--- config.mk ---
export PLATFORM = sky130hd
export DESIGN_NAME = seq_signed_mult
export DESIGN_NICKNAME = d
export VERILOG_FILES = /design/src/rtl/smul_pkg.sv /design/src/rtl/smul_ctrl.sv /design/src/rtl/smul_ppgen.sv /design/src/rtl/seq_signed_mult.sv
export SDC_FILE = /design/constraint.sdc
export NUM_CORES = 1
export LEC_CHECK = 0
export ABC_CLOCK_PERIOD_IN_PS = 3900
export BUFFER_PORTS_ARGS = -buffer_cell sky130_fd_sc_hd__buf_4
export CORE_MARGIN = 10
export CORE_UTILIZATION = 45
export DETAILED_ROUTE_END_ITERATION = 16
export GPL_ROUTABILITY_DRIVEN = 1
export PLACE_DENSITY_LB_ADDON = 0.15
export SYNTH_ARGS = -nofsm -noshare
export SYNTH_HDL_FRONTEND = slang
export SYNTH_HIERARCHICAL = 1
export SYNTH_SLANG_ARGS = --single-unit
export TNS_END_PERCENT = 20
--- constraint.sdc ---
create_clock -name clk -period 3.9 [get_ports clk]
set_input_delay 0.78 -clock clk [delete_from_list [all_inputs] [get_ports clk]]
set_output_delay 0.78 -clock clk [all_outputs]
set_load 0.02 [all_outputs]
--- src/rtl/smul_pkg.sv ---
package smul_pkg;
    typedef enum logic {
        PH_IDLE = 1'b0,
        PH_RUN  = 1'b1
    } smul_phase_e;
endpackage

--- src/rtl/smul_ctrl.sv ---
module smul_ctrl
    import smul_pkg::*;
#(
    parameter int N = 4
) (
    input  logic                 clk,
    input  logic                 rst,
    input  logic                 start,
    output logic                 accept,
    output logic                 step,
    output logic                 busy,
    output logic [$clog2(N)-1:0] idx,
    output logic                 done
);
    localparam int CW = $clog2(N);
    localparam logic [CW-1:0] LAST = CW'(N - 1);

    typedef struct packed {
        smul_phase_e   phase;
        logic [CW-1:0] cnt;
        logic          done;
    } ctrl_s;

    ctrl_s st_d, st_q;

    always_comb begin
        st_d      = st_q;
        st_d.done = 1'b0;
        case (st_q.phase)
            PH_IDLE: begin
                if (start) begin
                    st_d.phase = PH_RUN;
                    st_d.cnt   = '0;
                end
            end
            PH_RUN: begin
                if (st_q.cnt == LAST) begin
                    st_d.phase = PH_IDLE;
                    st_d.done  = 1'b1;
                end else begin
                    st_d.cnt = st_q.cnt + 1'b1;
                end
            end
            default: st_d.phase = PH_IDLE;
        endcase
    end

    always_ff @(posedge clk) begin
        if (rst) st_q <= '0;
        else     st_q <= st_d;
    end

    assign accept = (st_q.phase == PH_IDLE) && start;
    assign step   = (st_q.phase == PH_RUN);
    assign busy   = step;
    assign idx    = st_q.cnt;
    assign done   = st_q.done;

    AST_DONE_ONE_CYCLE: assert property (@(posedge clk) disable iff (rst)
        done |=> !done);
    AST_LAST_STEP_DONE: assert property (@(posedge clk) disable iff (rst)
        (step && idx == LAST) |=> (done && !busy));
    AST_START_WHILE_BUSY: assert property (@(posedge clk) disable iff (rst)
        (step && idx != LAST && start) |=> (busy && idx == $past(idx) + 1'b1));
endmodule

--- src/rtl/smul_ppgen.sv ---
module smul_ppgen #(
    parameter int N = 4
) (
    input  logic [N-1:0]         mcand,
    input  logic [N-1:0]         mplier,
    input  logic [$clog2(N)-1:0] idx,
    output logic [2*N-1:0]       term
);
    localparam int W  = 2 * N;
    localparam int CW = $clog2(N);
    localparam logic [CW-1:0] TOP = CW'(N - 1);

    logic [W-1:0] ext_w;
    logic [W-1:0] shifted_w;

    assign ext_w     = {{N{mcand[N-1]}}, mcand};
    assign shifted_w = ext_w << idx;

    always_comb begin
        if (!mplier[idx])     term = '0;
        else if (idx == TOP)  term = '0 - shifted_w;
        else                  term = shifted_w;
    end
endmodule

--- src/rtl/seq_signed_mult.sv ---
module seq_signed_mult #(
    parameter int N = 4
) (
    input  logic             clk,
    input  logic             rst,
    input  logic             start,
    input  logic [N-1:0]     mcand_i,
    input  logic [N-1:0]     mplier_i,
    output logic [2*N-1:0]   product_o,
    output logic             done_o
);
    localparam int W  = 2 * N;
    localparam int CW = $clog2(N);

    typedef struct packed {
        logic [N-1:0] mcand;
        logic [N-1:0] mplier;
        logic [W-1:0] acc;
    } dp_s;

    dp_s dp_d, dp_q;

    logic          accept_w, step_w, busy_w, done_w;
    logic [CW-1:0] idx_w;
    logic [W-1:0]  term_w;

    smul_ctrl #(.N(N)) u_ctrl (
        .clk    (clk),
        .rst    (rst),
        .start  (start),
        .accept (accept_w),
        .step   (step_w),
        .busy   (busy_w),
        .idx    (idx_w),
        .done   (done_w)
    );

    smul_ppgen #(.N(N)) u_ppgen (
        .mcand  (dp_q.mcand),
        .mplier (dp_q.mplier),
        .idx    (idx_w),
        .term   (term_w)
    );

    always_comb begin
        dp_d = dp_q;
        if (accept_w) begin
            dp_d.mcand  = mcand_i;
            dp_d.mplier = mplier_i;
            dp_d.acc    = '0;
        end else if (step_w) begin
            dp_d.acc = dp_q.acc + term_w;
        end
    end

    always_ff @(posedge clk) begin
        if (rst) dp_q <= '0;
        else     dp_q <= dp_d;
    end

    assign product_o = dp_q.acc;
    assign done_o    = done_w;

    logic [W-1:0] ref_w;
    assign ref_w = {{N{dp_q.mcand[N-1]}}, dp_q.mcand} * {{N{dp_q.mplier[N-1]}}, dp_q.mplier};

    AST_SIGNED_RESULT: assert property (@(posedge clk) disable iff (rst)
        done_o |-> (product_o == ref_w));
    AST_START_CLEARS: assert property (@(posedge clk) disable iff (rst)
        accept_w |=> (product_o == '0 && dp_q.mcand == $past(mcand_i) && !done_o));
    AST_OPERANDS_KEPT: assert property (@(posedge clk) disable iff (rst)
        busy_w |=> ($stable(dp_q.mcand) && $stable(dp_q.mplier)));
    AST_PRODUCT_HOLD: assert property (@(posedge clk) disable iff (rst)
        (!busy_w && !start) |=> $stable(product_o));
endmodule

-- Yosys cells after proc, flatten, opt, wreduce, memory -nomap -nowiden
Index checks and enable logic that the tools add are counted.
- input port bits: 11
- flip-flop bits (word level): 20
- word-level logic and storage cells: 28
- eq/ne operators: 3
- $add $sub $neg: 3
- multiplexer cells: 9
- shift-type cells: 1
- magnitude comparators: 1
- reductions and logical operators: 4
- bitwise operators: 1
- operators by type and width (operator ; count):
    $mux W8 ; 2
    $add A8 B8 Y8 ; 1
    $shl A8 B2 Y8 ; 1
    $sub A1 B8 Y8 const A ; 1
    $pmux W3 S2 ; 1
    $ne A2 B2 Y1 const B ; 2
    $reduce_or A2 Y1 ; 2
    $lt A2 B3 Y1 const B ; 1
    $mux W1 ; 3
    $mux W3 ; 1
    $add A2 B1 Y2 const B ; 1
    $bmux W1 S2 ; 1
    $eq A2 B2 Y1 const B ; 1
    $mux W2 ; 1
    $reduce_and A2 Y1 ; 1
    $logic_and A1 B1 Y1 ; 1
    $not A1 Y1 ; 1

-- Logic depth before layout (Yosys ltp)
Gate-level depths: netlist of the first run.
- depth in word-level cells: 5
- mapped depth: 14
- depth with buffers taken out: 13

-- By module
The synthesis of the first run kept the hierarchy.
- modules (own cells, without submodules) (module ; cells an instance ; times used ; area each (sq um)):
    seq_signed_mult ; 111 ; 1 ; 984.7
    smul_ppgen ; 37 ; 1 ; 257.7
    smul_ctrl ; 17 ; 1 ; 191.4

-- Least setup slack after synthesis of the first run
OpenSTA, ideal clock, no wires.
- kind: register to register
- from: register u_ctrl.st_q (netlist bit u_ctrl/idx[0])
- to: register dp_q (netlist bit product_o[7])
- stages on the path, launching flop included: 15
- slack: 1.214 ns
- library setup time: 0.122 ns
- arrival: 2.565 ns
- path buffers: 1
- cell sequence: dfxtp_1 -> buf_6 -> mux2i_1 -> or2_1 -> ha_1 -> nor2b_1 -> xnor2_1 -> mux2i_1 -> a211oi_1 -> ha_1 -> nand3_1 -> a21oi_1 -> a311o_1 -> nor3_1 -> nor3b_2
- word-level cells in the longest chain between the ends: 5
- elaborated cells on any way between the ends: 8
- those cells by class: 2 x add/sub; 1 x eq/ne; 1 x shift; 4 x mux
- RTL lines (what ; line ; RTL):
    start, declared ; smul_ctrl.sv:24 ; ctrl_s st_d, st_q;
    start signal, assigned ; smul_ctrl.sv:50 ; else st_q <= st_d;
    $shl A8 B2 Y8 ; smul_ppgen.sv:17 ; assign shifted_w = ext_w << idx;
    $sub A1 B8 Y8 ; smul_ppgen.sv:21 ; else if (idx == TOP) term = '0 - shifted_w;
    $mux W8 ; smul_ppgen.sv:21 ;
    $mux W8 * ; smul_ppgen.sv:20 ; if (!mplier[idx]) term = '0;
    named net term_w[4] ; seq_signed_mult.sv:25 ; logic [W-1:0] term_w;
    $add A8 B8 Y8 * ; seq_signed_mult.sv:52 ; dp_d.acc = dp_q.acc + term_w;
    end signal, assigned ; seq_signed_mult.sv:58 ; else dp_q <= dp_d;
    end, declared ; seq_signed_mult.sv:21 ; dp_s dp_d, dp_q;
Mark *: on every way through the listed nets, which the timed path passes. The rest lies on a longest branch. The select of a mux whose other input is x is not followed.
A chain may end at the register's enable or synchronous reset.

-- Final worst setup path of the first run
Same ends and word-level chain as after synthesis.

==> Implementation_results.wiki, run 1 <==
{| class="wikitable"
! Metric !! Value
|-
| Number of levels the H-tree was split into || 1
|-
| Vias per cell || 5.35
|-
| Total of buffers placed on input and output ports || 19
|-
| Total power per unit cell area || 278 mW/mm^2
|-
| Top achievable clock speed || 315 MHz
|-
| Xor-xnor portion of the synthesized cell area || 0.0122
|-
| Final ANT Viol Nets || 0
|-
| Post-synthesis cell type with the largest combined area || sky130_fd_sc_hd__dfxtp_1
|-
| Mean post-synth cell area || 8.69 sq um
|-
| Pin count of the biggest net entering global routing || 17
|-
| Clock network fraction of design power || 0.290
|-
| Wire length of the first global-routing pass || 4810 microns
|-
| Average detailed-routed wire length per instance || 12.8 microns
|-
| Clock slew at the register clock pins of the worst setup and hold paths || 130 ps
|-
| Register bit count reported by yosys || 20
|-
| Total half-perimeter wirelength after legalization and detailed placement || 2260 microns
|-
| Buffer cell driving the clock tree root || sky130_fd_sc_hd__clkbuf_4
|-
| Detailed router's first-iteration violation count || 36
|-
| Number of distinct library cells after synthesis || 44
|-
| Fillers || 308
|-
| Remaining design rule violation count || 0
|-
| Most common flop cell mapped by yosys || sky130_fd_sc_hd__dfxtp_1
|-
| Netlist area before placement || 0.00143 sq mm
|-
| Antenna diode count || 0
|-
| Starting utilization of the core area || 0.470
|-
| Count of pins on the block boundary || 20
|-
| Count of buffer and inverter cells on the critical path || 0
|-
| Net count after synthesis || 187
|-
| Largest family of logic cells by synthesized area || simple AND/OR/NAND/NOR gates
|-
| Int Pwr || 0.309 mW
|-
| Setup TNS || 0 ps
|-
| Crit path DAT || 3420 ps
|-
| Cell type group with the largest total delay on the critical path || compound AO/OA/AOI/OAI gates
|-
| Startpoint Class || register
|-
| TritonCTS Buffers || 3
|-
| Worst-path cell chain || mux2i_1 -> or2_1 -> ha_1 -> nor2b_1 -> xnor2_1 -> mux2i_1 -> a211oi_1 -> ha_1 -> nand3_1 -> a21oi_1 -> a311o_1 -> o21ai_0 -> nor3b_2
|-
| Net switching share of the total power || 0.288
|-
| X dimension of the die || 76.5 microns
|-
| Path type of the worst min-delay path || register to register
|-
| Combinational Power Share || 0.180
|-
| Share of the clock period used by the worst path after layout || 0.813
|-
| Number of vias after detailed routing || 1166
|-
| Initial antenna violation count || 0
|-
| Cell at the slowest stage of the critical path || sky130_fd_sc_hd__dfxtp_1
|-
| Leading cell types by count after synthesis || sky130_fd_sc_hd__dfxtp_1 (20), sky130_fd_sc_hd__nor2_1 (18), sky130_fd_sc_hd__mux2i_1 (13)
|-
| Tightest Pin Transition || 581 ps
|-
| Vias in the first global route || 1129
|-
| Critical-path maximum fanout || 14
|-
| Crit path capture type || register
|-
| Number of flops mapped to enable cells by yosys || 0
|-
| Unrepaired setup endpoints after global routing || false
|-
| Outcome || complete, no violations
|-
| Global-route total usage across every layer || 0.0955
|-
| Final hold viol count || 0
|-
| Max-cap viol count || 0
|-
| Sum of routed wire length over all layers || 2780 microns
|-
| Proportion of register bits with asynchronous set or reset after synthesis || 0
|-
| Maximum buffer depth of the clock tree || 2
|-
| Post-layout minimum cycle time || 3170 ps
|-
| Leakage power summed over all cells || 0.628 nW
|-
| FP Rows || 20
|-
| Post-synthesis share of cell area spent on and, or, nand and nor gates || 0.236
|-
| Clk_skew || 10.4 ps
|-
| Dominant cells by area after synthesis || sky130_fd_sc_hd__dfxtp_1 (28%), sky130_fd_sc_hd__mux2i_1 (9.1%), sky130_fd_sc_hd__ha_1 (8.7%), sky130_fd_sc_hd__buf_4 (4.7%), sky130_fd_sc_hd__nor2_1 (4.7%)
|-
| Detailed Routing Iterations Pass 1 || 4
|-
| Most repeated cell in the gate-level netlist after synthesis || sky130_fd_sc_hd__dfxtp_1
|-
| Synth Area in Adders || 0.101
|-
| Number of standard cells after synthesis || 165
|-
| TritonCTS clock tree || built
|-
| YS warnings || 6
|-
| Die area || 0.00584 sq mm
|-
| Required time worst endpoint || 4150 ps
|-
| Final global-route overflow total || 0
|-
| Post-CTS Repair Setup Buffers || 0
|-
| RD Place Congestion || 0.800
|-
| Compound-cell area share of the yosys netlist || 0.158
|-
| Worst voltage drop across the vdd grid || 0.171 mV
|-
| Placeable core region || 0.00305 sq mm
|-
| Mux share of post-synthesis cell area || 0.114
|-
| Final setup violation count || 0
|-
| Share of cells above drive strength 1 || 0.184
|-
| Worst max-slew margin expressed relative to the limit || 0.612
|-
| Overall power || 0.433 mW
|-
| Area added between synthesis and finish || 8.73%
|-
| Start-to-end type of the worst setup path || register to register
|-
| Power share of the sequential group || 0.530
|-
| Switching power total || 0.125 mW
|-
| Clock Sink Count || 20
|-
| Number of pins with negative max-slew slack in the final report || 0
|-
| Hold-fix buffers at CTS || 0
|-
| # resized after CTS || 0
|-
| Portion of synthesized cell area occupied by the leading cell type || 0.279
|-
| Worst-Skew Late Latency || 310 ps
|-
| Y dimension of the die || 76.5 microns
|-
| Sequential fraction of the synthesis area || 0.279
|-
| Net count reported at finish || 197
|-
| Crit-path max cell delay || 670 ps
|}
## power groups by stage
| stage | clock network [mW] | registers, mW | logic, mW |
|---|---|---|---|
| floorplan | 0 | 0.225 | 0.0713 |
| CTS | 0.130 | 0.230 | 0.0787 |
| detailed placement | 0 | 0.235 | 0.0784 |
| global route | 0.137 | 0.232 | 0.0874 |
| global placement | 0 | 0.234 | 0.0762 |
| finish | 0.125 | 0.230 | 0.0781 |
## metrics by stage
| stage | cells | hold slack, ps | worst slack, ps | area, sq um | util |
|---|---|---|---|---|---|
| 5_1_grt | 218 | 537 | 405 | 1560 | 0.511 |
| 3_5_place_dp | 214 | 481 | 712 | 1520 | 0.499 |
| 2_1_floorplan | 165 | 454 | 1210 | 1430 | - |
| 4_1_cts | 218 | 499 | 684 | 1560 | 0.511 |
| 3_3_place_gp | 214 | 470 | 815 | 1520 | 0.499 |
| 6_report | 218 | 502 | 728 | 1560 | 0.511 |
## logic make-up after synthesis
| kind of cell | after synthesis |
|---|---|
| xor+xnor | 2 |
| compound gates | 33 |
| flops | 20 |
| buf+inv | 21 |
| mux | 15 |
| fa+ha+maj | 11 |
| simple gates | 63 |
## state kept, by name (all words and copies together), names as in the netlist
signal	count
dp_q	8
product_o	8
u_ctrl/idx	2
u_ctrl/done	1
u_ctrl/busy	1
## per-layer routing
layer | part of all wire | GRT usage | wire (microns) | vias up
met5 | 0 | 0 | 0 | -
met4 | 0.0076 | 0.0335 | 21 | 0
met3 | 0.038 | 0.0259 | 106 | 2
met2 | 0.49 | 0.170 | 1380 | 12
met1 | 0.46 | 0.106 | 1280 | 549
li1 | - | - | - | 603
## path summary, 6_finish.rpt
path / from / end / slack, ps / cells after the start
worst max register to register: u_ctrl/idx[0]$_SDFFE_PP0P_ / product_o[7]$_SDFFE_PP0P_ / 730 / 13
worst min-delay path: product_o[4]$_SDFFE_PP0P_ / product_o[4]$_SDFFE_PP0P_ / 500 / 2
worst min register to register: product_o[4]$_SDFFE_PP0P_ / product_o[4]$_SDFFE_PP0P_ / 500 / 2
worst max-delay path: u_ctrl/idx[0]$_SDFFE_PP0P_ / product_o[7]$_SDFFE_PP0P_ / 730 / 13
## worst reg2reg max path, cell delays in order, from the launching register on
cell and delay (ps):
sky130_fd_sc_hd__dfxtp_1 670, sky130_fd_sc_hd__mux2i_1 140, sky130_fd_sc_hd__or2_1 240, sky130_fd_sc_hd__ha_1 240, sky130_fd_sc_hd__nor2b_1 150, sky130_fd_sc_hd__xnor2_1 140, sky130_fd_sc_hd__mux2i_1 90, sky130_fd_sc_hd__a211oi_1 310
sky130_fd_sc_hd__ha_1 330, sky130_fd_sc_hd__nand3_1 120, sky130_fd_sc_hd__a21oi_1 70, sky130_fd_sc_hd__a311o_1 280, sky130_fd_sc_hd__o21ai_0 170, sky130_fd_sc_hd__nor3b_2 170
## cells in the final DEF, fill, tap and decap left out, types with 2 or more instances in the layout
cell,n
sky130_fd_sc_hd__dfxtp_1,20
sky130_fd_sc_hd__inv_1,5
sky130_fd_sc_hd__a21oi_1,10
sky130_fd_sc_hd__nand4_1,2
sky130_fd_sc_hd__o21ai_0,5
sky130_fd_sc_hd__ha_1,10
sky130_fd_sc_hd__o21bai_1,2
sky130_fd_sc_hd__nand2_1,8
sky130_fd_sc_hd__or3_1,3
sky130_fd_sc_hd__or2_1,2
sky130_fd_sc_hd__nor2_1,18
sky130_fd_sc_hd__nand3_1,6
sky130_fd_sc_hd__mux2i_1,13
sky130_fd_sc_hd__clkbuf_4,3
sky130_fd_sc_hd__xnor2_1,2
sky130_fd_sc_hd__buf_4,20
sky130_fd_sc_hd__nor3_1,6
sky130_fd_sc_hd__nor2b_1,8
sky130_fd_sc_hd__a211oi_1,6
## layout make-up
cell class,instances,area (sq um),area share
Clock buffer,4,36.3,0.0233
Inverter,6,25.0,0.0161
Multi-Input combinational cell,124,892,0.572
Sequential cell,20,400,0.257
Tap cell,44,55.1,0.0353
Timing Repair Buffer,20,150,0.0963
Note: power is estimated with default switching activity, not from simulation.
==> run 2: changes to the inputs <==
- ABC_AREA: default -> 1
- ABC_CLOCK_PERIOD_IN_PS: 3900 -> 3000
- clock period: 3.9 -> 3 ns (I/O delays scaled with it)
==> Implementation_results.wiki, run 2 <==
{| class="wikitable"
! Metric !! Value
|-
| Path type of the worst min-delay path || register to register
|-
| Share of the clock period used by the worst path after layout || 0.874 (+0.0603)
|-
| Post-CTS Repair Setup Buffers || 0 (unchanged)
|-
| Wire length of the first global-routing pass || 5710 microns (+19%)
|-
| Number of distinct library cells after synthesis || 33 (-25%)
|-
| Worst max-slew margin expressed relative to the limit || 0.603 (-0.00905)
|-
| Total power per unit cell area || 356 mW/mm^2 (+28%)
|-
| Flop-to-flop setup slack || 380 ps (-350 ps)
|-
| RD Place Congestion || 0.845 (+5.5%)
|-
| Post-route insts no fill || 297 (+36%)
|-
| Total of buffers placed on input and output ports || 19 (unchanged)
|-
| Hold slack final || 471 ps (-31.1 ps)
|-
| Fraction of the core area covered by cells at the end of the flow || 0.514 (+0.00319)
|-
| Leakage power summed over all cells || 0.913 nW (+45%)
|-
| Area added between synthesis and finish || 8.58%
|-
| TritonCTS Buffers || 3 (unchanged)
|-
| X dimension of the die || 79.7 microns (+4.3%)
|-
| Average detailed-routed wire length per instance || 10.4 microns (-18%)
|-
| Leading cell types by count after synthesis || sky130_fd_sc_hd__nand2_1 (67), sky130_fd_sc_hd__inv_1 (28), sky130_fd_sc_hd__nor2_1 (21)
|-
| Placeable core region || 0.00339 sq mm (+11%)
|-
| Mean post-synth cell area || 6.68 sq um (-23%)
|-
| Share of cells above drive strength 1 || 0.239 (+0.0551)
|-
| Dominant cells by area after synthesis || sky130_fd_sc_hd__dfxtp_1 (25%), sky130_fd_sc_hd__nand2_1 (16%), sky130_fd_sc_hd__ha_1 (7.8%), sky130_fd_sc_hd__inv_1 (6.6%), sky130_fd_sc_hd__nor2_1 (4.9%)
|-
| Tightest Pin Transition || 595 ps (+13.6 ps)
|-
| Total half-perimeter wirelength after legalization and detailed placement || 2550 microns (+12%)
|-
| Crit path DAT || 2830 ps (-590 ps)
|-
| Detailed Routing Iterations Pass 1 || 4 (unchanged)
|-
| Global-route total usage across every layer || 0.108 (+0.0121)
|-
| Net count reported at finish || 275 (+40%)
|-
| Worst-Skew Late Latency || 290 ps (-20 ps)
|-
| Count of pins on the block boundary || 20 (unchanged)
|-
| Antenna diode count || 0 (unchanged)
|-
| Die area || 0.00635 sq mm (+8.7%)
|-
| Number of vias after detailed routing || 1396 (+20%)
|-
| Sum of routed wire length over all layers || 3090 microns (+11%)
|-
| Register bit count reported by yosys || 20 (unchanged)
|-
| Top achievable clock speed || 382 MHz (+21%)
|-
| FP Rows || 21 (+5.0%)
|-
| TritonCTS clock tree || built
|-
| Start-to-end type of the worst setup path || register to register
|-
| Max-cap viol count || 0 (unchanged)
|-
| Most common flop cell mapped by yosys || sky130_fd_sc_hd__dfxtp_1
|-
| Number of levels the H-tree was split into || 1 (unchanged)
|-
| Net count after synthesis || 262 (+40%)
|-
| Proportion of register bits with asynchronous set or reset after synthesis || 0 (unchanged)
|-
| Final setup violation count || 0 (unchanged)
|-
| Post-layout minimum cycle time || 2620 ps (-551 ps)
|-
| Starting utilization of the core area || 0.473 (+0.00357)
|-
| Outcome || complete, no violations
|-
| Startpoint Class || register
|-
| Final hold viol count || 0 (unchanged)
|-
| Maximum buffer depth of the clock tree || 2 (unchanged)
|-
| Critical-path maximum fanout || 8 (-6)
|-
| Most frequent standard cell in the layout excluding fill and tap cells || sky130_fd_sc_hd__nand2_1
|-
| Most frequent cells in the layout || sky130_fd_sc_hd__nand2_1 (67), sky130_fd_sc_hd__inv_1 (28), sky130_fd_sc_hd__buf_4 (22)
|-
| Clock Sink Count || 20 (unchanged)
|-
| Number of standard cells after synthesis || 240 (+45%)
|-
| Sequential fraction of the synthesis area || 0.250 (-0.0296)
|-
| Worst voltage drop across the vdd grid || 0.219 mV (+28%)
|-
| YS warnings || 6 (unchanged)
|-
| Overall power || 0.621 mW (+43%)
|-
| Netlist area before placement || 0.00160 sq mm (+12%)
|-
| Crit path capture type || register
|-
| Clk_skew || 5.82 ps (-4.56 ps)
|-
| Clock slew at the register clock pins of the worst setup and hold paths || 110 ps (-20 ps)
|-
| Unrepaired setup endpoints after global routing || false
|-
| Portion of synthesized cell area occupied by the leading cell type || 0.250 (-0.0296)
|-
| Most repeated cell in the gate-level netlist after synthesis || sky130_fd_sc_hd__nand2_1
|-
| Remaining design rule violation count || 0 (unchanged)
|-
| Detailed router's first-iteration violation count || 41 (+14%)
|-
| Required time worst endpoint || 3210 ps (-940 ps)
|-
| Final global-route overflow total || 0 (unchanged)
|-
| Vias per cell || 4.70 (-12%)
|-
| Count of placed standard cells including taps || 294 (+37%)
|-
| Initial antenna violation count || 0 (unchanged)
|-
| Y dimension of the die || 79.7 microns (+4.3%)
|-
| Vias in the first global route || 1341 (+19%)
|-
| Hold-fix buffers at CTS || 0 (unchanged)
|-
| Pin count of the biggest net entering global routing || 19 (+2)
|-
| # resized after CTS || 0 (unchanged)
|-
| Number of flops mapped to enable cells by yosys || 0 (unchanged)
|-
| Number of pins with negative max-slew slack in the final report || 0 (unchanged)
|-
| Buffer cell driving the clock tree root || sky130_fd_sc_hd__clkbuf_4
|-
| Setup TNS || 0 ps (unchanged)
|-
| Post-synthesis cell type with the largest combined area || sky130_fd_sc_hd__dfxtp_1
|-
| Final ANT Viol Nets || 0 (unchanged)
|}
## run 2: cell count changes after synthesis, sizes merged, moves of 5 or more
cell	previous run	this run
a21oi	10	16
mux2i	13	0
inv	6	35
nor2b	8	0
nor2	18	28
nand2	9	76
nor3	7	0
a211oi	6	1
nand3	6	19
## run 2: worst paths after layout
| path | to | from | depth (start not counted) |
|---|---|---|---|
| setup / recovery | product_o[7]$_SDFFE_PP0P_ | u_ctrl/idx[0]$_SDFFE_PP0P_ | 19 |
| hold / removal | dp_q[10]$_SDFFE_PP0P_ | dp_q[10]$_SDFFE_PP0P_ | 2 |
| setup reg to reg | product_o[7]$_SDFFE_PP0P_ | u_ctrl/idx[0]$_SDFFE_PP0P_ | 19 |
| hold reg to reg | dp_q[10]$_SDFFE_PP0P_ | dp_q[10]$_SDFFE_PP0P_ | 2 |
## run 2: critical path, stage by stage, from the launching register on
cell,delay (ps)
sky130_fd_sc_hd__dfxtp_1,410
sky130_fd_sc_hd__inv_6,120
sky130_fd_sc_hd__nand2_2,50
sky130_fd_sc_hd__nor2_1,190
sky130_fd_sc_hd__inv_1,70
sky130_fd_sc_hd__ha_1,190
sky130_fd_sc_hd__or2_2,300
sky130_fd_sc_hd__o21ai_1,100
sky130_fd_sc_hd__nand2_1,70
sky130_fd_sc_hd__nand2_1,60
sky130_fd_sc_hd__nor2_1,40
sky130_fd_sc_hd__ha_1,320
sky130_fd_sc_hd__nand2_1,90
sky130_fd_sc_hd__nand2_1,60
sky130_fd_sc_hd__a21oi_1,160
sky130_fd_sc_hd__nand2_1,70
sky130_fd_sc_hd__nand2_1,60
sky130_fd_sc_hd__nand3_1,60
sky130_fd_sc_hd__nand2_1,80
sky130_fd_sc_hd__inv_1,30
## run 2: per-stage QoR
step                setup slack, ps  area (sq um)
detailed placement              376          1720
global route                   40.7          1740
floorplan                       531          1600
CTS                             364          1740
finish                          379          1740
global placement                428          1720
## run 2: power breakdown
part           leakage, nW  internal (mW)  switching [mW]
logic                0.735         0.0810           0.110
registers            0.164          0.281          0.0219
clock network       0.0138         0.0467          0.0800
## run 2: metal layers
layer,up-vias,routed length [microns],GRT usage
met3,2,101,0.0270
li1,767,-,-
met2,11,1460,0.184
met5,-,0,0
met1,616,1500,0.129
met4,0,24,0.0323
## run 2: area by class of cell
class | count | area [sq um]
fill | 351 | 1650
multi-input combinational | 171 | 960
sequential | 20 | 400
timing repair buffer | 22 | 165
inverter | 35 | 136
tap | 46 | 57.6
clock buffer | 3 | 22.5
## run 2: cells by family after synthesis
logic type | after synthesis | share of synthesized area
AND/OR/NAND/NOR | 130 | 0.388
buffers and inverters | 49 | 0.152
AO/OA/AOI/OAI | 28 | 0.105
flip-flops | 20 | 0.250
adder cells (fa/ha/maj) | 11 | 0.0905
XOR/XNOR | 2 | 0.0156
==> run 3: changes to the inputs <==
- CORE_UTILIZATION: 45 -> 35
==> Implementation_results.wiki, run 3 (synthesis gave the netlist of run 2 again) <==
{| class="wikitable"
! Metric !! Value
|-
| Top achievable clock speed || 377 MHz (-1.3%)
|-
| Crit path capture type || register
|-
| Detailed Routing Iterations Pass 1 || 4 (unchanged)
|-
| Most frequent cells in the layout || sky130_fd_sc_hd__nand2_1 (67), sky130_fd_sc_hd__inv_1 (28), sky130_fd_sc_hd__nor2_1 (21), sky130_fd_sc_hd__buf_4 (21), sky130_fd_sc_hd__dfxtp_1 (19)
|-
| Leakage power summed over all cells || 0.930 nW (+1.9%)
|-
| Hold-fix buffers at CTS || 0 (unchanged)
|-
| Worst voltage drop across the vdd grid || 0.275 mV (+25%)
|-
| Total of buffers placed on input and output ports || 19 (unchanged)
|-
| Worst max-slew margin expressed relative to the limit || 0.588 (-0.0152)
|-
| Required time worst endpoint || 3180 ps (-30 ps)
|-
| TritonCTS clock tree || built
|-
| Startpoint Class || register
|-
| Tightest Pin Transition || 617 ps (+22.8 ps)
|-
| Global-route total usage across every layer || 0.0912 (-0.0164)
|-
| Maximum buffer depth of the clock tree || 2 (unchanged)
|-
| Area added between synthesis and finish || 11.7%
|-
| Post-route insts no fill || 303 (+2.0%)
|-
| Total half-perimeter wirelength after legalization and detailed placement || 2720 microns (+6.6%)
|-
| Initial antenna violation count || 0 (unchanged)
|-
| Reg2reg path depth || 19 (unchanged)
|-
| Crit path DAT || 2830 ps (about the same)
|-
| Net count reported at finish || 274 (-0.36%)
|-
| M2 GR Usage || 0.153 (-0.0309)
|-
| Final ANT Viol Nets || 0 (unchanged)
|-
| Global Route met1 Usage || 0.112 (-0.0165)
|-
| TritonCTS Buffers || 3 (unchanged)
|-
| Clock Sink Count || 20 (unchanged)
|-
| Worst r2r src || u_ctrl/idx[0]$_SDFFE_PP0P_
|-
| X dimension of the die || 87.7 microns (+10%)
|-
| Total power per unit cell area || 432 mW/mm^2 (+21%)
|-
| Final setup violation count || 0 (unchanged)
|-
| Fraction of the core area covered by cells at the end of the flow || 0.409 (-0.105)
|-
| Vias per cell || 4.62 (-1.8%)
|-
| Count of placed standard cells including taps || 299 (+1.7%)
|-
| Endpoint of the worst hold-timing path || dp_q[8]$_SDFFE_PP0P_
|-
| Starting utilization of the core area || 0.366 (-0.107)
|-
| Final non-filler cell area || 0.00179 sq mm (+2.9%)
|-
| Average detailed-routed wire length per instance || 10.8 microns (+3.9%)
|-
| Pin count of the biggest net entering global routing || 19 (unchanged)
|-
| Outcome || complete, no violations
|-
| Number of levels the H-tree was split into || 1 (unchanged)
|-
| Share of the clock period used by the worst path after layout || 0.885 (+0.0117)
|-
| Setup TNS || 0 ps (unchanged)
|-
| Flop-to-flop setup slack || 340 ps (-30 ps)
|-
| RD Place Congestion || 0.751 (-11%)
|-
| Post-layout minimum cycle time || 2660 ps (+35.0 ps)
|-
| Start-to-end type of the worst setup path || register to register
|-
| Path type of the worst min-delay path || register to register
|-
| Worst min-delay path startpoint || dp_q[8]$_SDFFE_PP0P_
|-
| Clock slew at the register clock pins of the worst setup and hold paths || 80 ps (-30 ps)
|-
| Buffer cell driving the clock tree root || sky130_fd_sc_hd__clkbuf_8
|-
| Overall power || 0.774 mW (+25%)
|-
| Placeable core region || 0.00438 sq mm (+29%)
|-
| Met3 demand-to-capacity share in global routing || 0.0260 (-0.00103)
|-
| Sum of routed wire length over all layers || 3280 microns (+6.0%)
|-
| Share of cells above drive strength 1 || 0.243 (+0.00398)
|-
| Unrepaired setup endpoints after global routing || false
|-
| Most frequent standard cell in the layout excluding fill and tap cells || sky130_fd_sc_hd__nand2_1
|-
| Y dimension of the die || 87.7 microns (+10%)
|-
| Number of pins with negative max-slew slack in the final report || 0 (unchanged)
|-
| Wire length of the first global-routing pass || 5870 microns (+2.9%)
|-
| Critical-path maximum fanout || 9 (+1)
|-
| Vias in the first global route || 1325 (-1.2%)
|-
| Max-cap viol count || 0 (unchanged)
|-
| Final hold viol count || 0 (unchanged)
|-
| Worst-Skew Late Latency || 270 ps (-20 ps)
|-
| Die area || 0.00769 sq mm (+21%)
|-
| Remaining design rule violation count || 0 (unchanged)
|-
| Area of placed instances || 0.00172 sq mm (unchanged)
|-
| Count of pins on the block boundary || 20 (unchanged)
|-
| Terminus of the critical flop-to-flop path || product_o[7]$_SDFFE_PP0P_
|-
| Clk_skew || 4.14 ps (-1.68 ps)
|-
| Hold Path Cell Cnt || 2 (unchanged)
|-
| FP Rows || 24 (+14%)
|-
| Detailed router's first-iteration violation count || 35 (-15%)
|-
| Busiest layer in global routing || met2
|-
| Antenna diode count || 0 (unchanged)
|-
| Final global-route overflow total || 0 (unchanged)
|-
| Number of vias after detailed routing || 1399 (+0.21%)
|}
==> run 3: cell count changes in the layout (fill, tap and decap cells not counted) <==
cell,delta
sky130_fd_sc_hd__buf_4,-1
sky130_fd_sc_hd__dfxtp_1,-1
sky130_fd_sc_hd__dfxtp_2,+1
sky130_fd_sc_hd__clkbuf_4,-3
sky130_fd_sc_hd__clkbuf_8,+3
sky130_fd_sc_hd__bufinv_16,+1
==> run 3: final cells by class <==
class                   instances  area (sq um)
fillers                       494          2590
multi-input cells             171           960
flip-flops and latches         20           402
repair buffers                 21           158
inverters                      35           136
well taps                      52          65.1
clock buffers                   3          41.3
clock inverters                 1          30.0
==> run 3: worst max-delay path, stage by stage (launching register included) <==
cell,delay (ps)
sky130_fd_sc_hd__dfxtp_2,400
sky130_fd_sc_hd__inv_6,110
sky130_fd_sc_hd__nand2_2,50
sky130_fd_sc_hd__nor2_1,190
sky130_fd_sc_hd__inv_1,70
sky130_fd_sc_hd__ha_1,200
sky130_fd_sc_hd__or2_2,300
sky130_fd_sc_hd__o21ai_1,100
sky130_fd_sc_hd__nand2_1,70
sky130_fd_sc_hd__nand2_1,60
sky130_fd_sc_hd__nor2_1,40
sky130_fd_sc_hd__ha_1,320
sky130_fd_sc_hd__nand2_1,80
sky130_fd_sc_hd__nand2_1,70
sky130_fd_sc_hd__a21oi_1,200
sky130_fd_sc_hd__nand2_1,70
sky130_fd_sc_hd__nand2_1,60
sky130_fd_sc_hd__nand3_1,60
sky130_fd_sc_hd__nand2_1,90
sky130_fd_sc_hd__inv_1,30
==> run 3: how the worst max path moves through the flow <==
stage	from	end	slack [ps]	depth (start not counted)
floorplan	u_ctrl/idx[0]$_SDFFE_PP0P_	product_o[7]$_SDFFE_PP0P_	530	20
global placement	u_ctrl/idx[0]$_SDFFE_PP0P_	product_o[7]$_SDFFE_PP0P_	270	19
detailed placement	u_ctrl/idx[0]$_SDFFE_PP0P_	product_o[7]$_SDFFE_PP0P_	220	19
CTS	u_ctrl/idx[0]$_SDFFE_PP0P_	product_o[7]$_SDFFE_PP0P_	220	19
global route	u_ctrl/idx[0]$_SDFFE_PP0P_	product_o[7]$_SDFFE_PP0P_	30	19
finish	u_ctrl/idx[0]$_SDFFE_PP0P_	product_o[7]$_SDFFE_PP0P_	340	19
==> run 3: metal layers <==
metal	wire length, microns	share of wire	vias up
met5	0	0	-
met2	1520	0.46	26
met4	23	0.0070	0
met1	1560	0.48	596
li1	-	-	772
met3	181	0.055	5
==> run 3: report_power, final <==
| group | total (mW) | leakage, nW | internal (mW) | switching, mW |
|---|---|---|---|---|
| clock | 0.279 | 0.0357 | 0.178 | 0.101 |
| combinational | 0.189 | 0.730 | 0.0796 | 0.110 |
| sequential | 0.305 | 0.164 | 0.281 | 0.0239 |
==> run 3: repair_timing <==
action                     in CTS  in global routing
gates resized for setup         0                  1
setup endpoints to repair       0                  1
setup buffers                   0                  0
==> run 3: per-stage QoR <==
step	hold slack [ps]	setup slack, ps
2_1_floorplan	440	531
4_1_cts	471	221
6_report	469	344
3_5_place_dp	460	224
5_1_grt	484	27.6
3_3_place_gp	457	266
